## src/rtl/phase_mon_pkg.sv

```systemverilog
package phase_mon_pkg;

    typedef enum logic [1:0] {
        SK_GAP  = 2'b00,
        SK_A    = 2'b01,
        SK_B    = 2'b10,
        SK_BOTH = 2'b11
    } sample_kind_e;

    typedef enum logic [2:0] {
        PH_UNSYNC,
        PH_A_RUN,
        PH_GAP_AFTER_A,
        PH_B_RUN,
        PH_GAP_AFTER_B
    } phase_state_e;

    typedef enum logic [1:0] {
        RR_IDLE,
        RR_COUNT,
        RR_WAIT_B
    } rel_state_e;

    localparam int ERR_W   = 3;
    localparam int ERR_OVL = 0;
    localparam int ERR_ORD = 1;
    localparam int ERR_RST = 2;

    function automatic sample_kind_e classify(input logic a, input logic b);
        return sample_kind_e'({b, a});
    endfunction

endpackage

```

## src/rtl/phase_order_fsm.sv

```systemverilog
module phase_order_fsm
    import phase_mon_pkg::*;
(
    input  logic         clk,
    input  logic         rst,
    input  sample_kind_e kind,
    output logic         ovl_err,
    output logic         ord_err
);

    phase_state_e state, nxt;

    always_comb begin
        nxt     = state;
        ord_err = 1'b0;
        ovl_err = (kind == SK_BOTH);
        if (ovl_err) begin
            nxt = PH_UNSYNC;
        end else begin
            case (state)
                PH_UNSYNC: begin
                    if (kind == SK_A) nxt = PH_A_RUN;
                end
                PH_A_RUN: begin
                    if (kind == SK_GAP)    nxt = PH_GAP_AFTER_A;
                    else if (kind == SK_B) nxt = PH_B_RUN;
                end
                PH_GAP_AFTER_A: begin
                    if (kind == SK_B) begin
                        nxt = PH_B_RUN;
                    end else if (kind == SK_A) begin
                        ord_err = 1'b1;
                        nxt     = PH_A_RUN;
                    end
                end
                PH_B_RUN: begin
                    if (kind == SK_GAP)    nxt = PH_GAP_AFTER_B;
                    else if (kind == SK_A) nxt = PH_A_RUN;
                end
                PH_GAP_AFTER_B: begin
                    if (kind == SK_A) begin
                        nxt = PH_A_RUN;
                    end else if (kind == SK_B) begin
                        ord_err = 1'b1;
                        nxt     = PH_B_RUN;
                    end
                end
                default: nxt = PH_UNSYNC;
            endcase
        end
    end

    always_ff @(posedge clk) begin
        if (rst) state <= PH_UNSYNC;
        else     state <= nxt;
    end


    gap_a_not_to_gap_b_chk: assert property (@(posedge clk) disable iff (rst)
        (state == PH_GAP_AFTER_A) |=> (state != PH_GAP_AFTER_B));


    gap_b_not_to_gap_a_chk: assert property (@(posedge clk) disable iff (rst)
        (state == PH_GAP_AFTER_B) |=> (state != PH_GAP_AFTER_A));


    unsync_no_order_chk: assert property (@(posedge clk) disable iff (rst)
        (state == PH_UNSYNC) |-> !ord_err);

endmodule

```

## src/rtl/reset_rule_tracker.sv

```systemverilog
module reset_rule_tracker
    import phase_mon_pkg::*;
#(
    parameter int NUM_C1_EDGES = 3
) (
    input  logic clk,
    input  logic rst,
    input  logic rise_a,
    input  logic rise_b,
    input  logic fall_r,
    input  logic rst_lvl,
    output logic rule_err
);

    localparam int CNT_W = $clog2(NUM_C1_EDGES + 1);
    localparam logic [CNT_W-1:0] LAST = CNT_W'(NUM_C1_EDGES - 1);

    rel_state_e       st;
    logic [CNT_W-1:0] cnt;

    always_comb begin
        rule_err = ((st == RR_COUNT) && rst_lvl) ||
                   ((st == RR_WAIT_B) && rise_b && !rst_lvl);
    end

    always_ff @(posedge clk) begin
        if (rst) begin
            st  <= RR_IDLE;
            cnt <= '0;
        end else begin
            case (st)
                RR_IDLE: begin
                    if (fall_r) begin
                        st  <= RR_COUNT;
                        cnt <= '0;
                    end
                end
                RR_COUNT: begin
                    if (rst_lvl) begin
                        st <= RR_IDLE;
                    end else if (rise_a) begin
                        if (cnt == LAST) begin
                            st  <= RR_WAIT_B;
                            cnt <= '0;
                        end else begin
                            cnt <= cnt + CNT_W'(1);
                        end
                    end
                end
                RR_WAIT_B: begin
                    if (rise_b) st <= RR_IDLE;
                end
                default: st <= RR_IDLE;
            endcase
        end
    end


    edge_count_bound_chk: assert property (@(posedge clk) disable iff (rst)
        cnt <= LAST);


    idle_no_rule_err_chk: assert property (@(posedge clk) disable iff (rst)
        (st == RR_IDLE) |-> !rule_err);

endmodule

```

## src/rtl/error_collector.sv

```systemverilog
module error_collector
    import phase_mon_pkg::*;
(
    input  logic             clk,
    input  logic             rst,
    input  logic             clr,
    input  logic [ERR_W-1:0] fresh,
    output logic             err_sticky,
    output logic [ERR_W-1:0] err_code,
    output logic             viol_pulse
);

    always_ff @(posedge clk) begin
        if (rst) begin
            err_code   <= '0;
            err_sticky <= 1'b0;
            viol_pulse <= 1'b0;
        end else begin
            err_code   <= (clr ? '0 : err_code) | fresh;
            err_sticky <= (clr ? 1'b0 : err_sticky) | (|fresh);
            viol_pulse <= |fresh;
        end
    end


    sticky_hold_chk: assert property (@(posedge clk) disable iff (rst)
        (err_sticky && !clr) |=> err_sticky);


    flag_matches_code_chk: assert property (@(posedge clk) disable iff (rst)
        err_sticky == (err_code != '0));


    pulse_implies_sticky_chk: assert property (@(posedge clk) disable iff (rst)
        viol_pulse |-> err_sticky);

endmodule

```

## src/rtl/phase_seq_monitor.sv

```systemverilog
module phase_seq_monitor
    import phase_mon_pkg::*;
#(
    parameter int NUM_C1_EDGES = 3
) (
    input  logic             clk,
    input  logic             rst,
    input  logic             clr,
    input  logic             ph_a,
    input  logic             ph_b,
    input  logic             sys_rst,
    output logic             err_sticky,
    output logic [ERR_W-1:0] err_code,
    output logic             viol_pulse
);

    logic prev_a, prev_b, prev_r;
    logic rise_a, rise_b, fall_r;
    logic ovl_err, ord_err, rule_err;
    logic [ERR_W-1:0] fresh;
    sample_kind_e kind;

    always_ff @(posedge clk) begin
        if (rst) begin
            prev_a <= 1'b0;
            prev_b <= 1'b0;
            prev_r <= 1'b0;
        end else begin
            prev_a <= ph_a;
            prev_b <= ph_b;
            prev_r <= sys_rst;
        end
    end

    always_comb begin
        kind   = classify(ph_a, ph_b);
        rise_a = ph_a & ~prev_a;
        rise_b = ph_b & ~prev_b;
        fall_r = prev_r & ~sys_rst;
        fresh          = '0;
        fresh[ERR_OVL] = ovl_err;
        fresh[ERR_ORD] = ord_err;
        fresh[ERR_RST] = rule_err;
    end

    phase_order_fsm u_order (
        .clk     (clk),
        .rst     (rst),
        .kind    (kind),
        .ovl_err (ovl_err),
        .ord_err (ord_err)
    );

    reset_rule_tracker #(.NUM_C1_EDGES(NUM_C1_EDGES)) u_rel (
        .clk      (clk),
        .rst      (rst),
        .rise_a   (rise_a),
        .rise_b   (rise_b),
        .fall_r   (fall_r),
        .rst_lvl  (sys_rst),
        .rule_err (rule_err)
    );

    error_collector u_err (
        .clk        (clk),
        .rst        (rst),
        .clr        (clr),
        .fresh      (fresh),
        .err_sticky (err_sticky),
        .err_code   (err_code),
        .viol_pulse (viol_pulse)
    );


    overlap_flag_chk: assert property (@(posedge clk) disable iff (rst)
        (ph_a && ph_b) |=> (viol_pulse && err_code[ERR_OVL]));


    reset_clears_chk: assert property (@(posedge clk)
        rst |=> (!err_sticky && !viol_pulse && (err_code == '0)));

endmodule

```

## config.mk

```make
export PLATFORM = sky130hd
export DESIGN_NAME = phase_seq_monitor
export DESIGN_NICKNAME = d
export VERILOG_FILES = /design/src/rtl/phase_mon_pkg.sv /design/src/rtl/phase_order_fsm.sv /design/src/rtl/reset_rule_tracker.sv /design/src/rtl/error_collector.sv /design/src/rtl/phase_seq_monitor.sv
export SDC_FILE = /design/constraint.sdc
export NUM_CORES = 1
export LEC_CHECK = 0
export ABC_CLOCK_PERIOD_IN_PS = 2400
export BUFFER_PORTS_ARGS = -buffer_cell sky130_fd_sc_hd__buf_2
export CORE_MARGIN = 5
export CORE_UTILIZATION = 40
export DETAILED_ROUTE_END_ITERATION = 8
export GPL_TIMING_DRIVEN = 0
export SETUP_SLACK_MARGIN = 0.4
export SYNTH_ARGS = -nofsm -noshare
export SYNTH_HDL_FRONTEND = slang
export SYNTH_SLANG_ARGS = --single-unit
```

## constraint.sdc

```tcl
create_clock -name clk -period 2.4 [get_ports clk]
set_clock_uncertainty 0.1 [all_clocks]
set_input_delay 0.72 -clock clk [delete_from_list [all_inputs] [get_ports clk]]
set_output_delay 0.72 -clock clk [all_outputs]
set_load 0.01 [all_outputs]
```

# Word level (Yosys, flattened, before mapping)
# Index checks and enable logic that the tools add are counted.
# word_totals
regBits	15
in_bits	6
elab_cells	73
# classes
add_sub_neg	1
eq_ne	16
mux	26
n_bitwise	8
reduce_logical	13
# op_table
cell	count
$mux W3	7
$mux W2	9
$pmux W3 S5	1
$eq A2 B2 Y1 const B	4
$reduce_and A4 Y1	2
$eq A3 B2 Y1 const B	2
$mux W1	6
$ne A2 B2 Y1 const B	3
$ne A3 B3 Y1 const B	2
$pmux W2 S3	1
$eq A2 B1 Y1 const B	2
$logic_not A2 Y1	2
$pmux W2 S2	1
$and A1 B1 Y1	3
$eq A3 B1 Y1 const B	1
$eq A3 B3 Y1 const B	1
$logic_and A1 B1 Y1	3
$logic_not A3 Y1	1
$not A1 Y1	3
$or A3 B3 Y3	1
$reduce_or A3 Y1	1
$add A2 B1 Y2 const B	1
$ne A2 B1 Y1 const B	1
$pmux W1 S2	1
other kinds (5)	5

# Depth between registers and ports, before layout
# logic_depth
ltp_word	7
depth_mapped	4
depth_no_buf	3

# Modules after synthesis
# A second synthesis with hierarchy kept.
# unflattened
cells_unflattened	73
hier_area_um2	668.1
# modules_own_cells
module	n_inst	cells_each	area_per_inst_um2	seq_area_each_um2
reset_rule_tracker	1	25	217.7	80.1
phase_order_fsm	1	21	180.2	60.1
error_collector	1	18	170.2	100.1
phase_seq_monitor	1	9	100.1	60.1

# Least setup slack after synthesis
# OpenSTA, ideal clock, no wires.
# synth_path
path_type	in2reg
from	in ph_a
to	reg u_err.err_sticky
arrival_ns	1.381
required_time_ns	2.167
slack_ns	0.786
cell_stages	4
n_path_buf	1
path_cell_list	buf_4 -> and4bb_2 -> nor3b_1 -> a31oi_1
# synth_via
elab_chain_len	7
elab_cells_between_ends	11
classes_between	3 x eq/ne; 6 x mux; 1 x bitwise; 1 x reduce/logical
# synth_rtl
element	line_no	source
start, declared	phase_seq_monitor.sv:9	input logic ph_a,
$eq A2 B2 Y1 or $eq A2 B1 Y1 (tied branches)	n/a	
$mux W1, on equally long branches	phase_order_fsm.sv:43, phase_order_fsm.sv:31	
$mux W1, on equally long branches	phase_order_fsm.sv:41, phase_order_fsm.sv:29	
$pmux W1 S2	phase_order_fsm.sv:20	case (state)
$mux W1	phase_order_fsm.sv:17	if (ovl_err) begin
$reduce_or A3 Y1 *	error_collector.sv:20	err_sticky <= (clr ? 1'b0 : err_sticky) | (|fresh);
$or A1 B1 Y1 *	error_collector.sv:20	
end signal, assigned	error_collector.sv:20	
end, declared	error_collector.sv:8	output logic err_sticky,
# Mark *: on every way between the ends. The rest lies on a longest branch, timed or not.
# A chain may end at the register's enable or synchronous reset.

# Worst setup path after layout
# Same ends and word-level chain as after synthesis.

==> results.sh <==
export IMPL_maxCapViolations=0
export IMPL_wire_per_inst_um=12.7
export IMPL_start_kind="primary input"
export IMPL_grt_pass1_wl_um=2140
export IMPL_critical_path_endpoint_type="register"
export IMPL_synth_top_area_share_pct=43.4
export IMPL_synth_edf_count=0
export IMPL_grt_max_degree=11
export IMPL_cp_required_ns=2.45
export IMPL_htree_levels=1
export IMPL_rsz0062_at_grt="false"
export IMPL_fin_nets=93
export IMPL_hold_viol=0
export IMPL_gp_congestion=0.773
export IMPL_cts_buffer_depth=2
export IMPL_tightestPinTransition_ns=0.463
export IMPL_design_die_area_sq_um=2660
export IMPL_syn_area_sq_um=692
export IMPL_synth_seq_cells=15
export IMPL_ys_warn_count=0
export IMPL_portBuffers=9
export IMPL_initial_core_util_pct=41.0
export IMPL_r2r_start="u_order.state[1]$_SDFF_PP0_"
export IMPL_synthTopCellsByArea="dfxtp_1 (43%), and4bb_2 (5.4%), a21oi_1 (5.1%)"
export IMPL_path_max_fanout=10
export IMPL_drt_iter0_drc=9
export IMPL_ir_worst_vdd_v=0.000250
export IMPL_drive_gt1_share_pct=23.3
export IMPL_p_sw_uw=107
export IMPL_arrival_ns=1.61
export IMPL_synth_top_area_cell="dfxtp_1"
export IMPL_io_pins=11
export IMPL_ys_flop_type="dfxtp_1"
export IMPL_fp_dieH_um=51.6
export IMPL_diodes=0
export IMPL_setup_violations=0
export IMPL_dr_total_vias=562
export IMPL_insertion_delay_ns=0.27
export IMPL_slew_viol_final=0
export IMPL_syn_num_nets=79
export IMPL_grt_antenna_before_repair=0
export IMPL_crit_path_start="ph_a"
export IMPL_synth_distinct_cells=30
export IMPL_cts_hold_fix_buffers=0
export IMPL_cts_buffers_inserted=3
export IMPL_drc=0
export IMPL_final_setup_tns_ns=0
export IMPL_drt_vias_per_instance=5.46
export IMPL_root_buffer="clkbuf_4"
export IMPL_cts_tree="yes"
export IMPL_internal_power_uw=345
export IMPL_dpl_instance_area_sq_um=758
export IMPL_synthToLayoutAreaGrowth_pct=13.4
export IMPL_cts_setup_buffers=0
export IMPL_clkTransAtPathRegs_ns=0.09
export IMPL_seq_area_frac_synth_pct=43.4
export IMPL_coreArea_sq_um=1690
export IMPL_clkPwrFrac_pct=30.9
export IMPL_syn_area_per_cell_sq_um=9.48
export IMPL_dp_hpwl_um=958
export IMPL_p_sw_share_pct=23.7
export IMPL_max_freq_mhz=642
export IMPL_grt_util_all_layers_pct=10.7
export IMPL_drt_first_pass_iters=4
export IMPL_worstHoldPathType="register to register"
export IMPL_post_route_period_util_pct=64.9
export IMPL_drtAntennaViolNets=0
export IMPL_synth_cells=73
export IMPL_grt_pass1_vias=506
export IMPL_status="completed"
export IMPL_num_rows=15
export IMPL_cts_sinks=15
export IMPL_grt_overflow=0
export IMPL_cts_resized_gates=0
export IMPL_hold_start="u_err.err_code[2]$_SDFF_PP0_"
export IMPL_slew_headroom_pct=69.1
export IMPL_power_density_nw_per_um2=576
export IMPL_sequentialPowerShare_pct=58.7
export IMPL_wirelength_um=1300
export IMPL_path_class="primary input to register"
export IMPL_comb_power_share_pct=10.4
export IMPL_async_flop_share_pct=0
export IMPL_fin_crit_ns=1.56
export IMPL_die_w_um=51.6
export IMPL_final_area_sq_um=785
export IMPL_p_leak_uw=0.000315
## stage by stage
step	hold WS, ns	std cells	utilization, %	total power, uW	setup slack (ns)
2_1_floorplan	0.363	73	-	301	0.786
3_3_place_gp	0.355	99	44.9	317	0.556
4_1_cts	0.372	103	46.4	460	0.828
3_5_place_dp	0.359	99	44.9	318	0.555
5_1_grt	0.402	103	46.4	477	0.789
6_report	0.372	103	46.4	452	0.842
## area by class of cell
| class | instances | area (sq um) |
|---|---|---|
| plain buffers | 3 | 22.5 |
| clock buffers | 4 | 26.3 |
| fillers | 167 | 905 |
| multi-input cells | 55 | 369 |
| flip-flops and latches | 15 | 300 |
| well taps | 17 | 21.3 |
| repair buffers | 9 | 45.0 |
## cell usage after synthesis (all sizes together), types with 3 or more instances
cell type  number
and4bb          3
nand2b          4
a31oi           4
and3b           4
nor2b           5
a21oi           7
dfxtp          15
nor2            6
## worst max-delay path, cell delays in order
cell	delay (ns)
buf_2	0.11
buf_4	0.16
and4bb_2	0.22
nor3b_1	0.28
a31oi_1	0.12
## placed cells by master, fill, tap and decap left out, types with 2 or more instances in the layout
cell,instances
and3b_1,3
and4bb_2,3
nand2_1,2
clkbuf_4,3
dfxtp_1,15
nor2_1,6
nor3_1,2
nor3b_1,2
a21oi_1,7
clkbuf_1,2
nand3_1,2
buf_2,9
o21a_1,2
a31oi_1,4
nor2b_1,4
nand2b_1,4
## kinds of logic after synthesis
logic type	share of synthesized area [%]
and+or+nand+nor	37.1
buffers and inverters	3.25
AOI/OAI and AO/OA	16.3
DFF	43.4
## final timing paths
| path | cells past startpoint | endpoint | slack (ns) |
|---|---|---|---|
| min reg2reg | 2 | u_err.err_code[2]$_SDFF_PP0_ | 0.37 |
| min | 2 | u_err.err_code[2]$_SDFF_PP0_ | 0.37 |
| max | 5 | u_err.err_sticky$_SDFF_PP0_ | 0.84 |
| max reg2reg | 3 | u_err.err_sticky$_SDFF_PP0_ | 1.05 |
## flip-flops by register name, summed over array words and instances, names as in the netlist
signal            flops
prev_a                1
prev_b                1
prev_r                1
u_err.err_code        3
u_err.err_sticky      1
u_err.viol_pulse      1
u_order.state         3
u_rel.cnt             2
u_rel.st              2
## layer usage
metal	vias up	routed length [um]	GRT usage (%)
li1	298	-	-
met3	0	64	3.15
met1	251	660	12.9
met4	0	0	5.24
met2	13	578	17.2
met5	-	0	0
## power by group through the flow
stage | combinational (uW) | sequential (uW) | clock (uW)
2_1_floorplan | 29.7 | 271 | 0
3_3_place_gp | 46.7 | 271 | 0
3_5_place_dp | 47.3 | 271 | 0
4_1_cts | 47.5 | 265 | 148
5_1_grt | 52.3 | 266 | 159
6_report | 47.1 | 265 | 140
No activity file was read; power rests on OpenSTA's default activity.
